## config.mk

```make
export PLATFORM = sky130hd
export DESIGN_NAME = smd_speed_detect
export DESIGN_NICKNAME = d
export VERILOG_FILES = /design/src/rtl/smd_pkg.sv /design/src/rtl/smd_frame_edge.sv /design/src/rtl/smd_period_meter.sv /design/src/rtl/smd_run_filter.sv /design/src/rtl/smd_speed_detect.sv
export SDC_FILE = /design/constraint.sdc
export NUM_CORES = 1
export LEC_CHECK = 0
export ABC_AREA = 1
export BUFFER_PORTS_ARGS = -buffer_cell sky130_fd_sc_hd__buf_4
export CAP_MARGIN = 20
export CORE_UTILIZATION = 53
export DETAILED_ROUTE_END_ITERATION = 16
export PLACE_DENSITY = 0.81
export SETUP_SLACK_MARGIN = 0.15
export SYNTH_ARGS = -nofsm -noshare
export SYNTH_HDL_FRONTEND = slang
export SYNTH_SLANG_ARGS = --single-unit
```

## constraint.sdc

```tcl
create_clock -name clk -period 3.8 [get_ports clk]
set_input_delay 0.38 -clock clk [delete_from_list [all_inputs] [get_ports clk]]
set_output_delay 0.38 -clock clk [all_outputs]
set_load 0.02 [all_outputs]
```

## src/rtl/smd_pkg.sv

```systemverilog
`timescale 1ns/1ps
package smd_pkg;

  typedef enum logic [1:0] {
    SPD_SINGLE = 2'd0,
    SPD_DOUBLE = 2'd1,
    SPD_QUAD   = 2'd2,
    SPD_NONE   = 2'd3
  } spd_e;

  // Smallest period count whose rate does not exceed f_hz.
  function automatic int min_count(input int ref_hz, input int f_hz);
    return (ref_hz + f_hz - 1) / f_hz;
  endfunction

  // Largest period count whose rate is not below f_hz.
  function automatic int max_count(input int ref_hz, input int f_hz);
    return ref_hz / f_hz;
  endfunction

  // Legal clock ratio per speed; the top entry needs the halving option.
  function automatic logic ratio_legal(input spd_e spd, input logic [10:0] r,
                                       input logic div2);
    logic ok;
    ok = 1'b0;
    case (spd)
      SPD_SINGLE: ok = (r == 11'd256) || (r == 11'd384) || (r == 11'd512) ||
                       (r == 11'd768) || ((r == 11'd1024) && div2);
      SPD_DOUBLE: ok = (r == 11'd128) || (r == 11'd192) || (r == 11'd256) ||
                       (r == 11'd384) || ((r == 11'd512) && div2);
      SPD_QUAD:   ok = (r == 11'd128) || (r == 11'd192) ||
                       ((r == 11'd256) && div2);
      default:    ok = 1'b0;
    endcase
    return ok;
  endfunction

endpackage

```

## src/rtl/smd_frame_edge.sv

```systemverilog
`timescale 1ns/1ps
module smd_frame_edge #(
  parameter int SYNC_STAGES = 2
) (
  input  logic clk,
  input  logic rst_n,
  input  logic fclk_async,
  output logic rise_o
);
  localparam int SH_W = SYNC_STAGES + 1;

  logic [SH_W-1:0] sh_q;

  always_ff @(posedge clk or negedge rst_n) begin
    if (!rst_n) sh_q <= '0;
    else        sh_q <= {sh_q[SH_W-2:0], fclk_async};
  end

  // Rising edge seen at the synchronised stage.
  assign rise_o = sh_q[SYNC_STAGES-1] & ~sh_q[SYNC_STAGES];

endmodule

```

## src/rtl/smd_period_meter.sv

```systemverilog
`timescale 1ns/1ps
module smd_period_meter
  import smd_pkg::*;
#(
  parameter int REF_HZ    = 50_000_000,
  parameter int S_MIN_HZ  = 4_000,
  parameter int S_MAX_HZ  = 50_000,
  parameter int D_MIN_HZ  = 84_000,
  parameter int D_MAX_HZ  = 100_000,
  parameter int Q_MIN_HZ  = 170_000,
  parameter int Q_MAX_HZ  = 200_000
) (
  input  logic clk,
  input  logic rst_n,
  input  logic rise_i,
  output logic smp_vld_o,
  output spd_e smp_cls_o
);
  localparam int S_LO  = min_count(REF_HZ, S_MAX_HZ);
  localparam int S_HI  = max_count(REF_HZ, S_MIN_HZ);
  localparam int D_LO  = min_count(REF_HZ, D_MAX_HZ);
  localparam int D_HI  = max_count(REF_HZ, D_MIN_HZ);
  localparam int Q_LO  = min_count(REF_HZ, Q_MAX_HZ);
  localparam int Q_HI  = max_count(REF_HZ, Q_MIN_HZ);
  localparam int TMO   = S_HI + 1;
  localparam int CNT_W = $clog2(TMO + 1);

  logic [CNT_W-1:0] cnt_q;
  logic             primed_q;
  logic             tmo_hit;

  function automatic spd_e classify(input int n);
    if (n >= S_LO && n <= S_HI)      return SPD_SINGLE;
    else if (n >= D_LO && n <= D_HI) return SPD_DOUBLE;
    else if (n >= Q_LO && n <= Q_HI) return SPD_QUAD;
    else                             return SPD_NONE;
  endfunction

  assign tmo_hit = (cnt_q == CNT_W'(TMO));

  always_ff @(posedge clk or negedge rst_n) begin
    if (!rst_n) begin
      cnt_q     <= CNT_W'(1);
      primed_q  <= 1'b0;
      smp_vld_o <= 1'b0;
      smp_cls_o <= SPD_NONE;
    end else begin
      smp_vld_o <= 1'b0;
      if (rise_i) begin
        cnt_q    <= CNT_W'(1);
        primed_q <= 1'b1;
        if (primed_q) begin
          smp_vld_o <= 1'b1;
          smp_cls_o <= classify(int'(cnt_q));
        end
      end else if (tmo_hit) begin
        cnt_q     <= CNT_W'(1);
        primed_q  <= 1'b0;
        smp_vld_o <= 1'b1;
        smp_cls_o <= SPD_NONE;
      end else begin
        cnt_q <= cnt_q + CNT_W'(1);
      end
    end
  end

  AST_CNT_BOUNDED: assert property (@(posedge clk) disable iff (!rst_n)
    (cnt_q != '0) && (cnt_q <= CNT_W'(TMO)));

  AST_SAMPLE_CAUSE: assert property (@(posedge clk) disable iff (!rst_n)
    $rose(smp_vld_o) |-> ($past(rise_i) || $past(cnt_q) == CNT_W'(TMO)));

endmodule

```

## src/rtl/smd_run_filter.sv

```systemverilog
`timescale 1ns/1ps
module smd_run_filter
  import smd_pkg::*;
#(
  parameter int STABLE_N = 3
) (
  input  logic clk,
  input  logic rst_n,
  input  logic smp_vld_i,
  input  spd_e smp_cls_i,
  output spd_e commit_o
);
  localparam int RUN_W = $clog2(STABLE_N + 1);

  spd_e             cand_q;
  logic [RUN_W-1:0] run_q;
  logic [RUN_W-1:0] run_nxt;

  always_comb begin
    if (smp_cls_i == cand_q)
      run_nxt = (run_q == RUN_W'(STABLE_N)) ? run_q : run_q + RUN_W'(1);
    else
      run_nxt = RUN_W'(1);
  end

  always_ff @(posedge clk or negedge rst_n) begin
    if (!rst_n) begin
      cand_q   <= SPD_NONE;
      run_q    <= '0;
      commit_o <= SPD_NONE;
    end else if (smp_vld_i) begin
      cand_q <= smp_cls_i;
      run_q  <= run_nxt;
      if (run_nxt == RUN_W'(STABLE_N)) commit_o <= smp_cls_i;
    end
  end

  AST_RUN_BOUNDED: assert property (@(posedge clk) disable iff (!rst_n)
    run_q <= RUN_W'(STABLE_N));

  AST_COMMIT_ON_SAMPLE: assert property (@(posedge clk) disable iff (!rst_n)
    !$stable(commit_o) |-> $past(smp_vld_i));

endmodule

```

## src/rtl/smd_speed_detect.sv

```systemverilog
`timescale 1ns/1ps
module smd_speed_detect
  import smd_pkg::*;
#(
  parameter int REF_HZ      = 50_000_000,
  parameter int STABLE_N    = 3,
  parameter int SYNC_STAGES = 2
) (
  input  logic        clk,
  input  logic        rst_n,
  input  logic        fclk_i,
  input  logic        auto_off_i,
  input  logic [1:0]  mc_i,
  input  logic [10:0] ratio_i,
  input  logic        div2_i,
  input  logic        deemph_req_i,
  output logic [1:0]  mode_o,
  output logic        mode_ok_o,
  output logic        ratio_ok_o,
  output logic        deemph_on_o
);
  logic rise;
  logic smp_vld;
  spd_e smp_cls;
  spd_e commit;
  spd_e mode_sel;

  smd_frame_edge #(.SYNC_STAGES(SYNC_STAGES)) edge_i (
    .clk(clk), .rst_n(rst_n), .fclk_async(fclk_i), .rise_o(rise)
  );

  smd_period_meter #(.REF_HZ(REF_HZ)) meter_i (
    .clk(clk), .rst_n(rst_n), .rise_i(rise),
    .smp_vld_o(smp_vld), .smp_cls_o(smp_cls)
  );

  smd_run_filter #(.STABLE_N(STABLE_N)) filt_i (
    .clk(clk), .rst_n(rst_n), .smp_vld_i(smp_vld), .smp_cls_i(smp_cls),
    .commit_o(commit)
  );

  assign mode_sel    = auto_off_i ? spd_e'(mc_i) : commit;
  assign mode_o      = mode_sel;
  assign mode_ok_o   = (mode_sel != SPD_NONE);
  assign ratio_ok_o  = ratio_legal(mode_sel, ratio_i, div2_i);
  assign deemph_on_o = deemph_req_i & (mode_sel == SPD_SINGLE);

  AST_RATIO_NEEDS_MODE: assert property (@(posedge clk) disable iff (!rst_n)
    ratio_ok_o |-> mode_ok_o);

  AST_DEEMPH_SINGLE_ONLY: assert property (@(posedge clk) disable iff (!rst_n)
    deemph_on_o |-> (mode_o == 2'd0 && mode_ok_o));

  AST_AUTO_CHANGE_NEEDS_SAMPLE: assert property (@(posedge clk) disable iff (!rst_n)
    (!auto_off_i && $past(!auto_off_i) && mode_o != $past(mode_o)) |-> $past(smp_vld));

endmodule

```

==> Implementation_results.wiki <==
{| class="wikitable"
! Metric !! Value
|-
| Global-route congestion overflow total || 0
|-
| Share of final-layout standard cells stronger than drive strength 1 || 24.51%
|-
| Detailed router's first-iteration violation count || 81
|-
| Total leakage power || 0.9555 nW
|-
| Final critical-path share of the clock period || 57.39%
|-
| Number of port buffers || 23
|-
| Storage element area || 684.4 µm²
|-
| Most common cell after layout, fill and taps aside || sky130_fd_sc_hd__nand2_1
|-
| Final slew viol count || 0
|-
| Remaining max-slew budget at the tightest pin || 76.62%
|-
| Antenna violations before repair || 0
|-
| Final setup vio count || 0
|-
| Maximum fanout count along the critical path || 6
|-
| Tightest hold margin || 0.1400 ns
|-
| TritonCTS sink count || 27
|-
| Commonest non-fill, non-tap cells in the layout || sky130_fd_sc_hd__nand2_1 (51), sky130_fd_sc_hd__nor2_1 (31), sky130_fd_sc_hd__inv_1 (28)
|-
| Area inside the core boundary || 0.003028 mm²
|-
| Number of global-route vias before repair || 1,237
|-
| Crit end category || output port
|-
| Netlist Area Pre-Place || 0.001682 mm²
|-
| Ports placed on the boundary || 24
|-
| Critical Path RT || 3.42 ns
|-
| Nets || 277
|-
| Syn Inst Count || 227
|-
| Top-area cell type share of the netlist area || 29.76%
|-
| DP Worst Slack || 1.999 ns
|-
| Final estimated routing congestion in global placement || 0.8429
|-
| Synth Register Bits || 27
|-
| Layout area overhead || 14.96%
|-
| Clock buffer count from CTS || 3
|-
| Insertion delay of the later-clocked pin in the worst-skew pair || 0.34 ns
|-
| Count of vias placed by the detailed router || 1,420
|-
| Maximum clock insertion buffer count || 2
|-
| Total half-perimeter wirelength after legalization and detailed placement || 2402 µm
|-
| Max capacitance violation total || 0
|-
| Total of warnings raised by yosys || 0
|-
| Inst Count DP || 292
|-
| P per Cell Area || 360.6 mW/mm²
|-
| Smallest setup slack after layout || 1.619 ns
|-
| Total count of hold-check failures in the final report || 0
|-
| Number of search-and-repair iterations in the first detailed-routing pass || 4
|-
| Antenna diode instance count || 0
|-
| RSZ-0062 raised after global routing || false
|-
| Die Span Y || 58.33 µm
|-
| Post-Synthesis Mean Instance Area || 7.408 µm²
|-
| Final core occ || 63.84%
|-
| Count of different cell masters after synthesis || 31
|-
| Vias per inst || 4.781
|-
| Number of gates given a new drive strength after cts || 0
|-
| Die W || 58.33 µm
|-
| FILL cells || 268
|-
| Global-route wire length before repair || 5064 µm
|-
| Final wirelength || 3033 µm
|-
| Final instance count without filler cells || 297
|-
| Crit path kind || reg2out
|-
| Worst voltage drop across the vdd grid || 0.0002024 V
|-
| Maximum clock rate || 0.4586 GHz
|-
| Min-Delay Path Class || in2reg
|-
| Register-to-register setup slack || 2.20 ns
|-
| Routed Antenna Nets || 0
|-
| Register clock-pin slew on the reported worst setup and hold paths || 0.14 ns
|-
| Minimum clock period || 2.181 ns
|-
| Area of the multi-input gates || 842.1 µm²
|-
| Overall track demand over capacity in global routing || 19.46%
|-
| Die area || 0.003402 mm²
|-
| Run status || finished clean
|-
| Sequential element share of the synthesized area || 40.70%
|-
| Critical path startpoint category || flip-flop
|-
| Actual transition at the worst max-transition pin || 0.3483 ns
|-
| CTS H-tree depth || 1
|-
| Placement row count || 20
|-
| Arrival time reported for the critical path endpoint || 1.80 ns
|-
| Setup Total Neg Slack || 0 ns
|-
| CTS tree || built
|-
| Worst clock skew || 0.004730 ns
|-
| Biggest area consumer among synthesized cells || sky130_fd_sc_hd__dfrtp_1
|-
| Net count after synthesis || 250
|-
| Library cell used as clock root buffer || sky130_fd_sc_hd__clkbuf_4
|-
| Synth top area cells || sky130_fd_sc_hd__dfrtp_1 (30%), sky130_fd_sc_hd__nand2_1 (11%), sky130_fd_sc_hd__dfstp_2 (11%)
|-
| Routed wire length per instance || 10.21 µm
|-
| Largest net degree at the start of global routing || 28
|-
| Drt drc || 0
|-
| Effective utilization at floorplan || 55.54%
|}
==> layout make-up <==
cell class / instances / area share, %
clock inverters: 1 / 0.3884
clock buffers: 3 / 1.165
well taps: 44 / 2.848
flip-flops and latches: 27 / 35.40
repair buffers: 24 / 9.450
inverters: 37 / 7.184
multi-input cells: 161 / 43.56
==> Yosys cell counts, drive strengths merged <==
cell type	count
xor2	1
ha	4
a21oi	14
o21bai	1
nand4	2
xnor2	3
or2	2
buf	2
nor2	38
nor3	4
o21a	1
o211a	2
dfstp	7
inv	37
dfrtp	20
nand2	56
o22ai	1
mux2	1
o211ai	1
o21ai	16
nor3b	1
nand3	13
==> kinds of logic after synthesis <==
| family | share of synthesized area [%] |
|---|---|
| compound gates | 12.50 |
| mux | 0.6696 |
| flops | 40.70 |
| fa+ha+maj | 2.976 |
| xor+xnor | 2.084 |
| buf+inv | 9.226 |
| simple gates | 31.85 |
==> metrics by stage <==
step | instance area, µm² | total power [W]
4_1_cts | 1933 | 0.0007075
2_1_floorplan | 1682 | 0.0005126
3_3_place_gp | 1893 | 0.0005699
5_1_grt | 1933 | 0.0007475
6_report | 1933 | 0.0006970
3_5_place_dp | 1893 | 0.0005756
==> sequential cells by signal, summed over array words and instances, names as in the netlist <==
signal	cells
meter_i.cnt_q	14
filt_i.commit_o	2
meter_i.smp_vld_o	1
edge_i.sh_q	3
filt_i.cand_q	2
filt_i.run_q	2
meter_i.smp_cls_o	2
meter_i.primed_q	1
==> repair_timing <==
action / in CTS / in global routing
hold buffers: 1 / 0
setup buffers: 0 / 0
hold endpoints to repair: 20 / 0
==> critical path, stage by stage (launching register included) <==
cell and delay [ns]:
sky130_fd_sc_hd__dfstp_2 0.54, sky130_fd_sc_hd__inv_1 0.04, sky130_fd_sc_hd__o21ai_1 0.30, sky130_fd_sc_hd__or2_1 0.18
sky130_fd_sc_hd__nand3_1 0.07, sky130_fd_sc_hd__nand2_1 0.06, sky130_fd_sc_hd__nand2_1 0.04, sky130_fd_sc_hd__nand2_1 0.05
sky130_fd_sc_hd__nor2_1 0.04, sky130_fd_sc_hd__buf_4 0.15
==> final timing paths <==
kind	startpoint	endpoint	depth (start not counted)
worst max-delay path	filt_i.commit_o[0]$_DFFE_PN1P_	ratio_ok_o	9
worst min-delay path	fclk_i	edge_i.sh_q[0]$_DFF_PN0_	1
worst max register to register	meter_i.cnt_q[0]$_DFF_PN1_	meter_i.cnt_q[10]$_DFF_PN0_	9
worst min register to register	edge_i.sh_q[0]$_DFF_PN0_	edge_i.sh_q[1]$_DFF_PN0_	0
max in group asynchronous	rst_n	meter_i.smp_cls_o[1]$_DFFE_PN1P_	2
min in group asynchronous	rst_n	meter_i.primed_q$_DFFE_PN0P_	2
==> power breakdown <==
| part | internal (W) | switching [W] | leakage (nW) |
|---|---|---|---|
| logic | 0.0000744 | 0.000114 | 0.608 |
| registers | 0.000340 | 0.0000406 | 0.334 |
| clock network | 0.0000404 | 0.0000879 | 0.0139 |
| total | 0.000455 | 0.000242 | 0.955 |
==> layer usage <==
layer / vias to the layer above / routed length [µm] / GRT usage, %
li1: 758 / - / -
met1: 623 / 1434 / 24.86
met2: 34 / 1408 / 33.50
met3: 5 / 137 / 2.637
met4: 0 / 52 / 7.823
met5: - / 0 / 0
No activity file was read; power rests on OpenSTA's default activity.
